File: src/rtl/beacon_enc_pkg.sv
package beacon_enc_pkg;

  localparam int unsigned CRC_W     = 16;
  localparam logic [15:0] CRC_POLY  = 16'h1021;
  localparam logic [15:0] CRC_INIT  = 16'hFFFF;
  localparam int unsigned LFSR_W    = 7;
  localparam logic [6:0]  LFSR_SEED = 7'h7F;

  // One MSB-first CRC step
  function automatic logic [15:0] crc16_step(input logic [15:0] c, input logic b);
    logic fb;
    fb = c[15] ^ b;
    return {c[14:0], 1'b0} ^ (fb ? CRC_POLY : 16'h0000);
  endfunction

  // Keystream bit for the current LFSR state (x^7 + x^4 + 1)
  function automatic logic lfsr_out(input logic [6:0] s);
    return s[6] ^ s[3];
  endfunction

  function automatic logic [6:0] lfsr_next(input logic [6:0] s);
    return {s[5:0], s[6] ^ s[3]};
  endfunction

endpackage

File: src/rtl/beacon_frame_asm.sv
module beacon_frame_asm
  import beacon_enc_pkg::*;
#(
  parameter int unsigned PRE_W    = 6,
  parameter int unsigned TYPE_W   = 8,
  parameter int unsigned ID_W     = 128,
  parameter int unsigned N        = 256,
  parameter logic [PRE_W-1:0] PREAMBLE = 6'b101101
) (
  input  logic              clk,
  input  logic              rst_n,
  input  logic              start,
  input  logic [TYPE_W-1:0] ftype,
  input  logic [ID_W-1:0]   fid,
  input  logic              take,
  output logic              stg_valid,
  output logic [N-1:0]      stg_u
);

  localparam int unsigned HEAD_W = PRE_W + TYPE_W + ID_W;
  localparam int unsigned K      = HEAD_W + CRC_W;
  localparam int unsigned LOG2N  = $clog2(N);

  // Keystream bit j for payload bit j
  function automatic logic [K-1:0] gen_keystream();
    logic [K-1:0] ks;
    logic [6:0]   r;
    r = LFSR_SEED;
    for (int j = 0; j < K; j++) begin
      ks[j] = lfsr_out(r);
      r     = lfsr_next(r);
    end
    return ks;
  endfunction

  // Information set: heaviest indices first, larger index wins a tie
  function automatic logic [N-1:0] gen_info_mask();
    logic [N-1:0] m;
    int cnt;
    int w;
    m   = '0;
    cnt = 0;
    for (int wt = LOG2N; wt >= 0; wt--) begin
      for (int i = N - 1; i >= 0; i--) begin
        w = 0;
        for (int b = 0; b < LOG2N; b++) w = w + ((i >> b) & 1);
        if (w == wt && cnt < K) begin
          m[i] = 1'b1;
          cnt  = cnt + 1;
        end
      end
    end
    return m;
  endfunction

  localparam logic [K-1:0] KEYSTREAM = gen_keystream();
  localparam logic [N-1:0] INFO_MASK = gen_info_mask();

  logic [HEAD_W-1:0] head;
  logic [15:0]       crc;
  logic [K-1:0]      frame;
  logic [K-1:0]      sbits;
  logic [N-1:0]      u_build;
  logic              accept;
  logic              stg_valid_d;

  // Payload, CRC, whitening and placement
  always_comb begin
    int j;
    head = {PREAMBLE, ftype, fid};
    crc  = CRC_INIT;
    for (int b = 0; b < int'(HEAD_W); b++) crc = crc16_step(crc, head[HEAD_W-1-b]);
    frame = {head, crc};
    for (int k = 0; k < int'(K); k++) sbits[k] = frame[K-1-k] ^ KEYSTREAM[k];
    u_build = '0;
    j = 0;
    for (int i = 0; i < int'(N); i++) begin
      if (INFO_MASK[i]) begin
        u_build[i] = sbits[j];
        j = j + 1;
      end
    end
  end

  assign accept      = start & ~stg_valid;
  assign stg_valid_d = accept | (stg_valid & ~take);

  always_ff @(posedge clk or negedge rst_n) begin
    if (!rst_n) stg_valid <= 1'b0;
    else        stg_valid <= stg_valid_d;
  end

  always_ff @(posedge clk) begin
    if (accept) stg_u <= u_build;
  end

  a_r7_held_while_busy: assert property (@(posedge clk) disable iff (!rst_n)
    stg_valid && !take |=> stg_valid && $stable(stg_u));
  a_r7_accept_when_free: assert property (@(posedge clk) disable iff (!rst_n)
    start && !stg_valid |=> stg_valid);

endmodule

File: src/rtl/beacon_polar_xform.sv
module beacon_polar_xform #(
  parameter int unsigned N = 256
) (
  input  logic         clk,
  input  logic         rst_n,
  input  logic [N-1:0] u,
  output logic [N-1:0] x
);

  localparam int unsigned LOG2N = $clog2(N);

  logic [LOG2N:0][N-1:0] st;

  assign st[0] = u;

  for (genvar s = 0; s < LOG2N; s++) begin : g_stage
    for (genvar i = 0; i < N; i++) begin : g_bit
      if (((i >> s) & 1) == 0) begin : g_xor
        assign st[s+1][i] = st[s][i] ^ st[s][i + (1 << s)];
      end else begin : g_pass
        assign st[s+1][i] = st[s][i];
      end
    end
  end

  assign x = st[LOG2N];

  a_r4_first_is_parity: assert property (@(posedge clk) disable iff (!rst_n)
    x[0] == ^u);
  a_r4_last_passes: assert property (@(posedge clk) disable iff (!rst_n)
    x[N-1] == u[N-1]);

endmodule

File: src/rtl/beacon_serializer.sv
module beacon_serializer #(
  parameter int unsigned N = 256
) (
  input  logic         clk,
  input  logic         rst_n,
  input  logic         sym_tick,
  input  logic         cw_valid,
  input  logic [N-1:0] cw,
  output logic         take,
  output logic         tx_bit,
  output logic         tx_valid
);

  localparam int unsigned LOG2N = $clog2(N);
  localparam logic [LOG2N-1:0] LAST = LOG2N'(N - 1);

  logic             active_q, active_d;
  logic [LOG2N-1:0] cnt_q, cnt_d;
  logic [N-1:0]     sh_q, sh_d;
  logic             last_tick;

  assign last_tick = active_q & sym_tick & (cnt_q == LAST);
  assign take      = cw_valid & (~active_q | last_tick);

  always_comb begin
    active_d = active_q;
    cnt_d    = cnt_q;
    sh_d     = sh_q;
    if (take) begin
      active_d = 1'b1;
      cnt_d    = '0;
      sh_d     = cw;
    end else if (active_q && sym_tick) begin
      sh_d  = {1'b0, sh_q[N-1:1]};
      cnt_d = cnt_q + 1'b1;
      if (cnt_q == LAST) active_d = 1'b0;
    end
  end

  always_ff @(posedge clk or negedge rst_n) begin
    if (!rst_n) active_q <= 1'b0;
    else        active_q <= active_d;
  end

  always_ff @(posedge clk) begin
    if (take || (active_q && sym_tick)) begin
      cnt_q <= cnt_d;
      sh_q  <= sh_d;
    end
  end

  assign tx_valid = active_q;
  assign tx_bit   = active_q & sh_q[0];

  a_r5_hold_between_ticks: assert property (@(posedge clk) disable iff (!rst_n)
    active_q && !sym_tick |=> active_q && $stable(tx_bit));
  a_r6_ends_on_tick: assert property (@(posedge clk) disable iff (!rst_n)
    $fell(active_q) |-> $past(sym_tick));
  a_r8_gapless_handover: assert property (@(posedge clk) disable iff (!rst_n)
    take && active_q |=> active_q);

endmodule

File: src/rtl/beacon_frame_enc.sv
module beacon_frame_enc #(
  parameter int unsigned PRE_W  = 6,
  parameter int unsigned TYPE_W = 8,
  parameter int unsigned ID_W   = 128,
  parameter int unsigned N      = 256,
  parameter logic [PRE_W-1:0] PREAMBLE = 6'b101101
) (
  input  logic              clk,
  input  logic              rst_n,
  input  logic              frame_start,
  input  logic [TYPE_W-1:0] frame_type,
  input  logic [ID_W-1:0]   frame_id,
  output logic              busy,
  input  logic              sym_tick,
  output logic              tx_bit,
  output logic              tx_valid
);

  logic [1:0]   rst_sync;
  logic         rst_s;
  logic         stg_valid;
  logic         take;
  logic [N-1:0] stg_u;
  logic [N-1:0] cw;

  always_ff @(posedge clk or negedge rst_n) begin
    if (!rst_n) rst_sync <= 2'b00;
    else        rst_sync <= {rst_sync[0], 1'b1};
  end
  assign rst_s = rst_sync[1];

  beacon_frame_asm #(
    .PRE_W(PRE_W), .TYPE_W(TYPE_W), .ID_W(ID_W), .N(N), .PREAMBLE(PREAMBLE)
  ) u_asm (
    .clk(clk), .rst_n(rst_s), .start(frame_start), .ftype(frame_type),
    .fid(frame_id), .take(take), .stg_valid(stg_valid), .stg_u(stg_u)
  );

  beacon_polar_xform #(.N(N)) u_polar (
    .clk(clk), .rst_n(rst_s), .u(stg_u), .x(cw)
  );

  beacon_serializer #(.N(N)) u_ser (
    .clk(clk), .rst_n(rst_s), .sym_tick(sym_tick), .cw_valid(stg_valid),
    .cw(cw), .take(take), .tx_bit(tx_bit), .tx_valid(tx_valid)
  );

  assign busy = stg_valid;

  a_r9_quiet_in_reset: assert property (@(posedge clk)
    !rst_s |=> !busy && !tx_valid);

endmodule

File: config.mk
export PLATFORM = sky130hd
export DESIGN_NAME = beacon_frame_enc
export DESIGN_NICKNAME = d
export VERILOG_FILES = /design/src/rtl/beacon_enc_pkg.sv /design/src/rtl/beacon_frame_asm.sv /design/src/rtl/beacon_polar_xform.sv /design/src/rtl/beacon_serializer.sv /design/src/rtl/beacon_frame_enc.sv
export SDC_FILE = /design/constraint.sdc
export NUM_CORES = 1
export LEC_CHECK = 0
export BUFFER_PORTS_ARGS = -buffer_cell sky130_fd_sc_hd__buf_4
export CAP_MARGIN = 10
export CORE_MARGIN = 4
export CORE_UTILIZATION = 55
export CTS_CLUSTER_DIAMETER = 60
export DETAILED_ROUTE_END_ITERATION = 8
export HOLD_SLACK_MARGIN = 0.05
export PLACE_DENSITY = 0.73
export SLEW_MARGIN = 15
export SYNTH_ARGS = -nofsm -noshare
export SYNTH_HDL_FRONTEND = slang
export SYNTH_SLANG_ARGS = --single-unit
export TNS_END_PERCENT = 50
File: constraint.sdc
create_clock -name clk -period 1.3 [get_ports clk]
set_input_delay 0.065 -clock clk [delete_from_list [all_inputs] [get_ports clk]]
set_output_delay 0.065 -clock clk [all_outputs]
set_load 0.02 [all_outputs]
==> impl_metrics.csv, run 1 <==
group,metric,value,unit
clock_tree,clock_tree.htree_level_count,2,
synth,yosys-mux-area-fraction,0,%
clock_tree,cts-buffers-inserted,44,
global_route,overflow,94,
die,floorplan.initialDensity,55.44,%
placed_design,post-dp-hpwl,79020,um
outcome,stop_stage,"global routing",
synth,synthAdderAreaFrac,0.04303,%
clock_tree,clock_sinks,420,
synth,synth_top_family_by_area,"XOR/XNOR gates",
clock_tree,clockRootBuffer,"clkbuf_16",
synth,yosys_warnings,0,
global_route,pin_count_of_the_biggest_net_entering_global_routing,42,
clock_tree,clock_path_buffers,3,
synth,postSynthRegisterBits,420,
synth,ys_types,27,
placed_design,port_buffers,142,
outcome,run_status,"stopped before the end",
synth,synthesized_instance_count,2442,
synth,syn-num-nets,2583,
synth,postSynth.topFlopCell,"edfxtp_1",
synth,synth-compound-area-share,2.788,%
die,die_height,237.9,um
global_route,antenna_violations_before_repair,27,
sta,worst_path_end_type,"register input",
global_route,grt_use_total,76.12,%
die,fp-row-count,84,
synth,post_synth_instance_area,29080,um2
die,fp.dieW,237.9,um
outcome,first-error,"[ERROR GRT-0232] Routing congestion too high. Check the congestion heatmap in the GUI.",
sta,grt_worst_setup_endpoint,"u_asm.stg_u[243]$_DFFE_PP_/D",
placed_design,place.gp.congestion,1.012,
synth,postSynthAreaPerCell,11.91,um2
synth,seq_area_frac_synth,43.30,%
synth,post_synth_edffs,416,
die,number_of_top_level_pins,143,
synth,post_synth_xor_area_fraction,45.68,%
synth,synth-async-reset-ratio,0.9524,%
synth,simple_gate_share_of_the_synthesized_area,6.179,%
-- logic make-up after synthesis --
family | count (synthesis)
DFF | 420
adders and majority gates | 1
buffers and inverters | 152
other | 1
xor gates and xnor gates | 1234
AOI/OAI and AO/OA | 161
and+or+nand+nor | 473
-- metrics by stage --
step	instance area, um2	instances	worst slack (ns)	utilization [%]	setup TNS [ns]
after floorplan	29360	2442	-4.404	-	-1770.28
after global placement	38500	4148	-4.820	73.42	-368.08
after detailed placement	38500	4148	-4.918	73.42	-388.46
after CTS	47610	4491	-4.024	90.79	-361.49
-- cell usage after synthesis (17+ instances only) --
cell,count,area [um2]
xnor2_1,784,6867
o21ai_0,159,795.8
xnor2_2,17,276.5
nor2_1,19,71.32
xnor3_1,118,2658
xor3_1,20,475.5
nand2_1,443,1663
xor2_1,265,2321
clkbuf_1,70,262.8
edfxtp_1,416,12490
xnor3_2,17,404.1
inv_1,72,270.3
-- timing repair --
item | CTS
endpoints found under the hold margin | 139
pin swaps | 286
buffers inserted | 154
endpoints found under the setup margin | 692
gates cloned | 1
hold buffers | 138
gates resized for setup | 805
-- routing by layer --
layer / GRT usage [%] / overflow
met1: 73.96 / 2
met2: 93.33 / 41
met3: 60.92 / 1
met4: 80.17 / 50
met5: 23.82 / 0
==> run 2, diff against run 1 <==
--- a/config.mk
+++ b/config.mk
@@ -8,11 +8,9 @@
 export BUFFER_PORTS_ARGS = -buffer_cell sky130_fd_sc_hd__buf_4
 export CAP_MARGIN = 10
 export CORE_MARGIN = 4
-export CORE_UTILIZATION = 55
-export CTS_CLUSTER_DIAMETER = 60
+export CORE_UTILIZATION = 40
 export DETAILED_ROUTE_END_ITERATION = 8
-export HOLD_SLACK_MARGIN = 0.05
-export PLACE_DENSITY = 0.73
+export PLACE_DENSITY_LB_ADDON = 0.15
 export SLEW_MARGIN = 15
 export SYNTH_ARGS = -nofsm -noshare
 export SYNTH_HDL_FRONTEND = slang
==> impl_metrics.csv, run 2 <==
group,metric,value,unit
outcome,run_status,"finished, violations left",
outcome,failed_checks,"negative setup slack",
synth,yosys_warnings,0,
die,fp.dieW,277.6,um
worst_setup_path,timing.reg2reg.setup_slack,-1.52,ns
sta,setup_violation_total_in_the_final_timing_report,700,
cells_and_area,top_register,"u_ser.sh_q",
synth,yosys-top-cells-count,"xnor2_1 (784), nand2_1 (443), edfxtp_1 (416)",
die,floorplan.die_area,77070,um2
sta,final.period_utilization,413.8,%
placed_design,post-dp-hpwl,81560,um
clock_tree,cts-buffers-inserted,49,
global_route,grt_use_total,27.25,%
global_route,first_global_vias,24606,
synth,syn-num-nets,2583,
die,number_of_top_level_pins,143,
clock_tree,cts.reportedPaths.clkPinSlew,0.06,ns
worst_setup_path,r2r-start,"u_asm.stg_u[248]",
worst_setup_path,max_stage_delay,0.51,ns
global_route,antenna_violations_before_repair,1,
worst_setup_path,timing.critical_path.fanout_max,6,
clock_tree,clock_tree.htree_level_count,2,
worst_setup_path,cp_max_stage_cell,"xnor3_2",
sta,worst_slew_pin_slew,0.6613,ns
route,postRouteWirelength,108300,um
route,remaining_drc_errors,0,
global_route,pin_count_of_the_biggest_net_entering_global_routing,39,
worst_setup_path,critical-path-top-cell-by-count,"xnor3_2",
worst_setup_path,cp.required,1.65,ns
sta,final-hold-violation-count,0,
cells_and_area,final.fill_count,4843,
cells_and_area,fraction_of_layout_instances_using_a_drive_strength_above_1,52.58,%
synth,post_synth_instance_area,29080,um2
worst_setup_path,timing.critical_path.buf_inv,5,
placed_design,place.gp.congestion,0.9943,
route,drt_pass1_iterations,5,
synth,yosysTopAreaCell,"edfxtp_1",
synth,postSynth.topFlopCell,"edfxtp_1",
synth,postSynthRegisterBits,420,
cells_and_area,area.growth.synth_to_final,73.42,%
sta,slew_headroom,55.60,%
worst_setup_path,startpoint,"frame_type[7]",
sta,timing.final.max_slew_violations,0,
cells_and_area,commonest_cells_after_routing_fill_and_taps_aside,"buf_4 (1025), edfxtp_1 (416), nand2_1 (410)",
synth,seq_area_frac_synth,43.30,%
synth,ys_types,27,
global_route,overflow,0,
cells_and_area,insertedDiodeCount,0,
flow_run,number_of_max_cap_violations,0,
cells_and_area,largest_reg_flops,256,
worst_setup_path,number_of_cell_instances_on_the_worst_register_to_register_path,11,
synth,share_of_yosys_cell_area_claimed_by_the_top_area_cell_type,42.96,%
worst_setup_path,cell_chain_critical_path,"buf_12 > xnor3_2 > buf_4 > xor2_2 > xnor3_2 > buf_4 > xnor2_1 > xnor3_2 > buf_4 > xnor2_4 > xnor3_1 > xnor3_1 > xnor2_2 > xnor3_2 > xnor3_2 > xnor3_2 > buf_6 > xor2_4 > xnor3_2 > xnor2_1",
clock_tree,clock_sinks,420,
worst_setup_path,critical_path.top_delay_family,"XOR/XNOR gates",
die,fp-row-count,98,
synth,post_synth_edffs,416,
sta,period_needed,5.379,ns
worst_setup_path,cp_num_cells,20,
route,drt-vias-per-instance,4.773,
synth,synthesized_instance_count,2442,
worst_setup_path,setup.worst_path.class,"in -> reg",
worst_setup_path,timing.critical_path.from_type,"input pin",
worst_setup_path,critical_path_end_type,"register",
clock_tree,clockRootBuffer,"clkbuf_16",
route,via_count,23006,
cells_and_area,final_common_cell,"buf_4",
worst_setup_path,worstReg2RegEnd,"u_ser.sh_q[0]",
clock_tree,insertion_delay,0.61,ns
sta,clock_skew,0.02078,ns
sta,post-route-worst-setup-slack,-4.079,ns
clock_tree,clock_path_buffers,3,
cells_and_area,finalNetCount,3973,
clock_tree,tritoncts,"yes",
synth,postSynthAreaPerCell,11.91,um2
sta,max_freq,0.1859,GHz
placed_design,port_buffers,142,
placed_design,dpl_worst_slack,-4.834,ns
die,core,71730,um2
synth,netlist_top_cells_area,"edfxtp_1 (43%), xnor2_1 (24%), xnor3_1 (9.1%)",
synth,post-synth-top-count-cell,"xnor2_1",
hold_path,hold_class,"reg -> async",
route,drt_iter0_drc,1691,
synth,synth-async-reset-ratio,0.9524,%
worst_setup_path,arrival,5.73,ns
route,route.antenna.remaining_nets,0,
die,floorplan.initialDensity,40.54,%
worst_setup_path,timing.critical_path.to,"u_asm.stg_u[250]",
die,die_height,277.6,um
global_route,grt_first_pass_wirelength,157200,um
sta,unrepaired_setup_endpoints_after_global_routing,"yes",
route,drt-wirelength-per-cell,22.46,um
cells_and_area,biggestRegsByFlops,"u_ser.sh_q: 256 flops, u_asm.stg_u: 152 flops, u_ser.cnt_q: 8 flops",
## run 2: layout make-up
class	count	area (um2)	share of cell area, %
Clock buffer	58	1260	2.499
Sequential cell	420	12590	24.97
Multi-Input combinational cell	1871	22280	44.18
Clock inverter	31	311.5	0.6178
Inverter	72	270.3	0.5359
Timing Repair Buffer	1418	12520	24.84
Tap cell	950	1189	2.357
## run 2: repair_timing
| action | CTS | global route |
|---|---|---|
| buffers inserted | 186 | 107 |
| pin swaps | 345 | 235 |
| hold buffers | 134 | 0 |
| resized for setup | 929 | 252 |
| endpoints found under the setup margin | 700 | 700 |
| gates cloned | 9 | 0 |
| endpoints found under the hold margin | 134 | 0 |
## run 2: how the worst min path moves through the flow
| stage | depth (start not counted) | endpoint | startpoint |
|---|---|---|---|
| after floorplan | 0 | rst_sync[0] | rst_n |
| after global placement | 1 | rst_sync[1] | rst_n |
| after detailed placement | 1 | rst_sync[0] | rst_n |
| after CTS | 4 | u_asm.stg_u[115] | frame_id[95] |
| after global routing | 4 | u_asm.stg_u[101] | frame_id[107] |
| final | 0 | u_ser.tx_valid | rst_sync[1] |
## run 2: cells by family (layout without fill, tap and decap cells)
logic type / Yosys count / count (layout) / synth area share, %
simple gates: 473 / 474 / 6.179
other cells: 1 / 1 / 0.01290
compound gates: 161 / 161 / 2.788
buf+inv: 152 / 1579 / 1.997
flops: 420 / 420 / 43.30
xor+xnor: 1234 / 1234 / 45.68
fa+ha+maj: 1 / 1 / 0.04302
## run 2: routing by layer
layer  part of all wire, %  global-route usage [%]  up-vias
met2                    49                   46.54      749
met4                   5.1                   10.67        0
met1                    41                   35.67    11301
met3                   4.9                   3.274      196
met5                     0                       0        -
li1                      -                       -    10760
## run 2: through the flow
step	hold WS (ns)	setup TNS, ns	instances	instance area, um2	util (%)
2_1_floorplan	-0.2306	-1770.28	2442	29360	-
3_3_place_gp	-0.1516	-401.43	4406	38800	54.09
3_5_place_dp	-0.1489	-413.09	4406	38800	54.09
4_1_cts	0.007867	-391.97	4774	48810	68.04
5_1_grt	0.02435	-438.02	4820	50430	70.30
6_report	0.02542	-403.18	4820	50430	70.30
Power of run 2 is left out: the tool's default activity adds up to more than one toggle a clock period on the data nets, which glitch-free logic cannot reach.
==> run 3, diff against run 2 <==
==> constraint.sdc (replaced) <==
create_clock -name clk -period 4.84 [get_ports clk]
set_input_delay 0.242 -clock clk [delete_from_list [all_inputs] [get_ports clk]]
set_output_delay 0.242 -clock clk [all_outputs]
set_load 0.02 [all_outputs]
==> impl_metrics.csv, run 3 (synthesized netlist as in run 2, its figures left out) <==
group,metric,value,unit
outcome,run_status,"finished, violations left",
outcome,failed_checks,"negative setup slack",
worst_setup_path,timing.reg2reg.setup_slack,0.40,ns
sta,timing.final.max_slew_violations,0,
clock_tree,clock_tree.htree_level_count,2,
global_route,first_global_vias,20078,
cells_and_area,utilization_after_layout,51.96,%
route,drt-wirelength-per-cell,22.73,um
route,drt-vias-per-instance,4.766,
sta,max_freq,0.1788,GHz
route,drt_iter0_drc,1648,
cells_and_area,top_register,"u_ser.sh_q",
hold_path,hold_class,"reg -> async",
placed_design,post_place_cells,3771,
cells_and_area,biggestRegsByFlops,"u_ser.sh_q: 256 flops, u_asm.stg_u: 152 flops, u_ser.cnt_q: 8 flops",
route,postRouteWirelength,91160,um
cells_and_area,largest_reg_flops,256,
placed_design,place.gp.congestion,0.9713,
sta,clock_skew,0.02742,ns
global_route,overflow,0,
clock_tree,tritoncts,"yes",
clock_tree,clockRootBuffer,"clkbuf_16",
sta,period_needed,5.591,ns
die,core,71730,um2
worst_setup_path,timing.critical_path.from_type,"input pin",
clock_tree,insertion_delay,0.60,ns
sta,slew_headroom,23.31,%
die,floorplan.die_area,77070,um2
cells_and_area,commonest_cells_after_routing_fill_and_taps_aside,"xnor2_1 (737), buf_4 (480), nand2_1 (442)",
worst_setup_path,critical_path_end_type,"register",
sta,final.period_utilization,115.5,%
worst_setup_path,arrival,5.94,ns
die,floorplan.initialDensity,40.54,%
global_route,antenna_violations_before_repair,0,
global_route,pin_count_of_the_biggest_net_entering_global_routing,104,
clock_tree,cts.reportedPaths.clkPinSlew,0.06,ns
sta,worst_slew_pin_slew,1.142,ns
worst_setup_path,worstReg2RegEnd,"u_ser.sh_q[0]",
cells_and_area,final_cell_count_no_fill,4010,
die,fp-row-count,98,
clock_tree,cts-buffers-inserted,47,
sta,final-hold-violation-count,0,
sta,post-route-worst-setup-slack,-0.7514,ns
worst_setup_path,cp.required,5.18,ns
die,number_of_top_level_pins,143,
die,die_height,277.6,um
global_route,grt_first_pass_wirelength,133500,um
sta,unrepaired_setup_endpoints_after_global_routing,"yes",
worst_setup_path,r2r-start,"u_asm.stg_u[191]",
clock_tree,clock_sinks,420,
cells_and_area,finalNetCount,3165,
flow_run,number_of_max_cap_violations,0,
worst_setup_path,setup.worst_path.class,"in -> reg",
placed_design,post-dp-hpwl,72730,um
cells_and_area,fraction_of_layout_instances_using_a_drive_strength_above_1,23.73,%
worst_setup_path,timing.critical_path.fanout_max,6,
route,route.antenna.remaining_nets,0,
clock_tree,clock_path_buffers,3,
placed_design,port_buffers,142,
die,fp.dieW,277.6,um
sta,setup_violation_total_in_the_final_timing_report,16,
global_route,grt_use_total,23.19,%
worst_setup_path,number_of_cell_instances_on_the_worst_register_to_register_path,11,
cells_and_area,area.growth.synth_to_final,28.18,%
route,remaining_drc_errors,0,
route,via_count,19111,
cells_and_area,insertedDiodeCount,0,
cells_and_area,final_common_cell,"xnor2_1",
route,drt_pass1_iterations,5,
run 3: cell type report:
class,count,area [um2]
Sequential cell,420,12590
Fill cell,6332,34460
Clock buffer,60,1267
Multi-Input combinational cell,1870,16690
Timing Repair Buffer,613,5070
Clock inverter,25,195.2
Tap cell,950,1189
Inverter,72,270.3
run 3: timing repair:
item	in CTS	in global routing
resized for setup	79	17
endpoints found under the setup margin	16	16
pin swaps	33	17
endpoints found under the hold margin	109	0
hold buffers	109	0
setup buffers	31	14
run 3: stage by stage:
step	setup slack [ns]	instance area [um2]	hold WS (ns)	TNS [ns]
after detailed placement	-1.526	33830	0.02657	-22.80
final	-0.7514	37270	0.02473	-10.75
after CTS	-0.6851	37060	0.001400	-9.703
after global placement	-1.419	33830	0.01615	-21.05
after floorplan	-1.041	29360	-0.05359	-135.89
after global routing	-0.8973	37270	0.01825	-13.20
run 3: routing by layer:
metal | up-vias | track usage, % | share of wire, %
met2 | 554 | 38.19 | 47
li1 | 9136 | - | -
met3 | 143 | 2.584 | 4.6
met4 | 0 | 7.395 | 3.7
met5 | - | 0 | 0
met1 | 9278 | 32.29 | 45
run 3: worst max-delay path by stage:
stage                        startpoint                to  slack (ns)  cells after the start
after global routing      frame_type[7]  u_asm.stg_u[240]       -0.90                     22
after CTS                 frame_id[113]  u_asm.stg_u[240]       -0.69                     19
after global placement    frame_type[7]  u_asm.stg_u[242]       -1.42                     17
after detailed placement  frame_type[7]  u_asm.stg_u[240]       -1.53                     17
final                     frame_type[7]  u_asm.stg_u[244]       -0.75                     23
after floorplan           frame_type[5]  u_asm.stg_u[241]       -1.04                     17
run 3: critical path, cell delays in order:
cell and delay, ns:
buf_6 0.12, xor2_4 0.19, buf_4 0.14, xor3_2 0.44, buf_4 0.18, xnor2_4 0.18, xnor3_2 0.38, xnor3_2 0.44
buf_4 0.18, xnor2_4 0.20, xnor2_2 0.17, xnor3_1 0.49, buf_4 0.16, xor3_1 0.21, xnor2_2 0.18, buf_4 0.16
xnor2_2 0.19, buf_4 0.16, xnor3_1 0.35, xnor3_2 0.47, xnor3_2 0.33, buf_4 0.19, xor2_1 0.16
Power of run 3 is left out for the same reason.
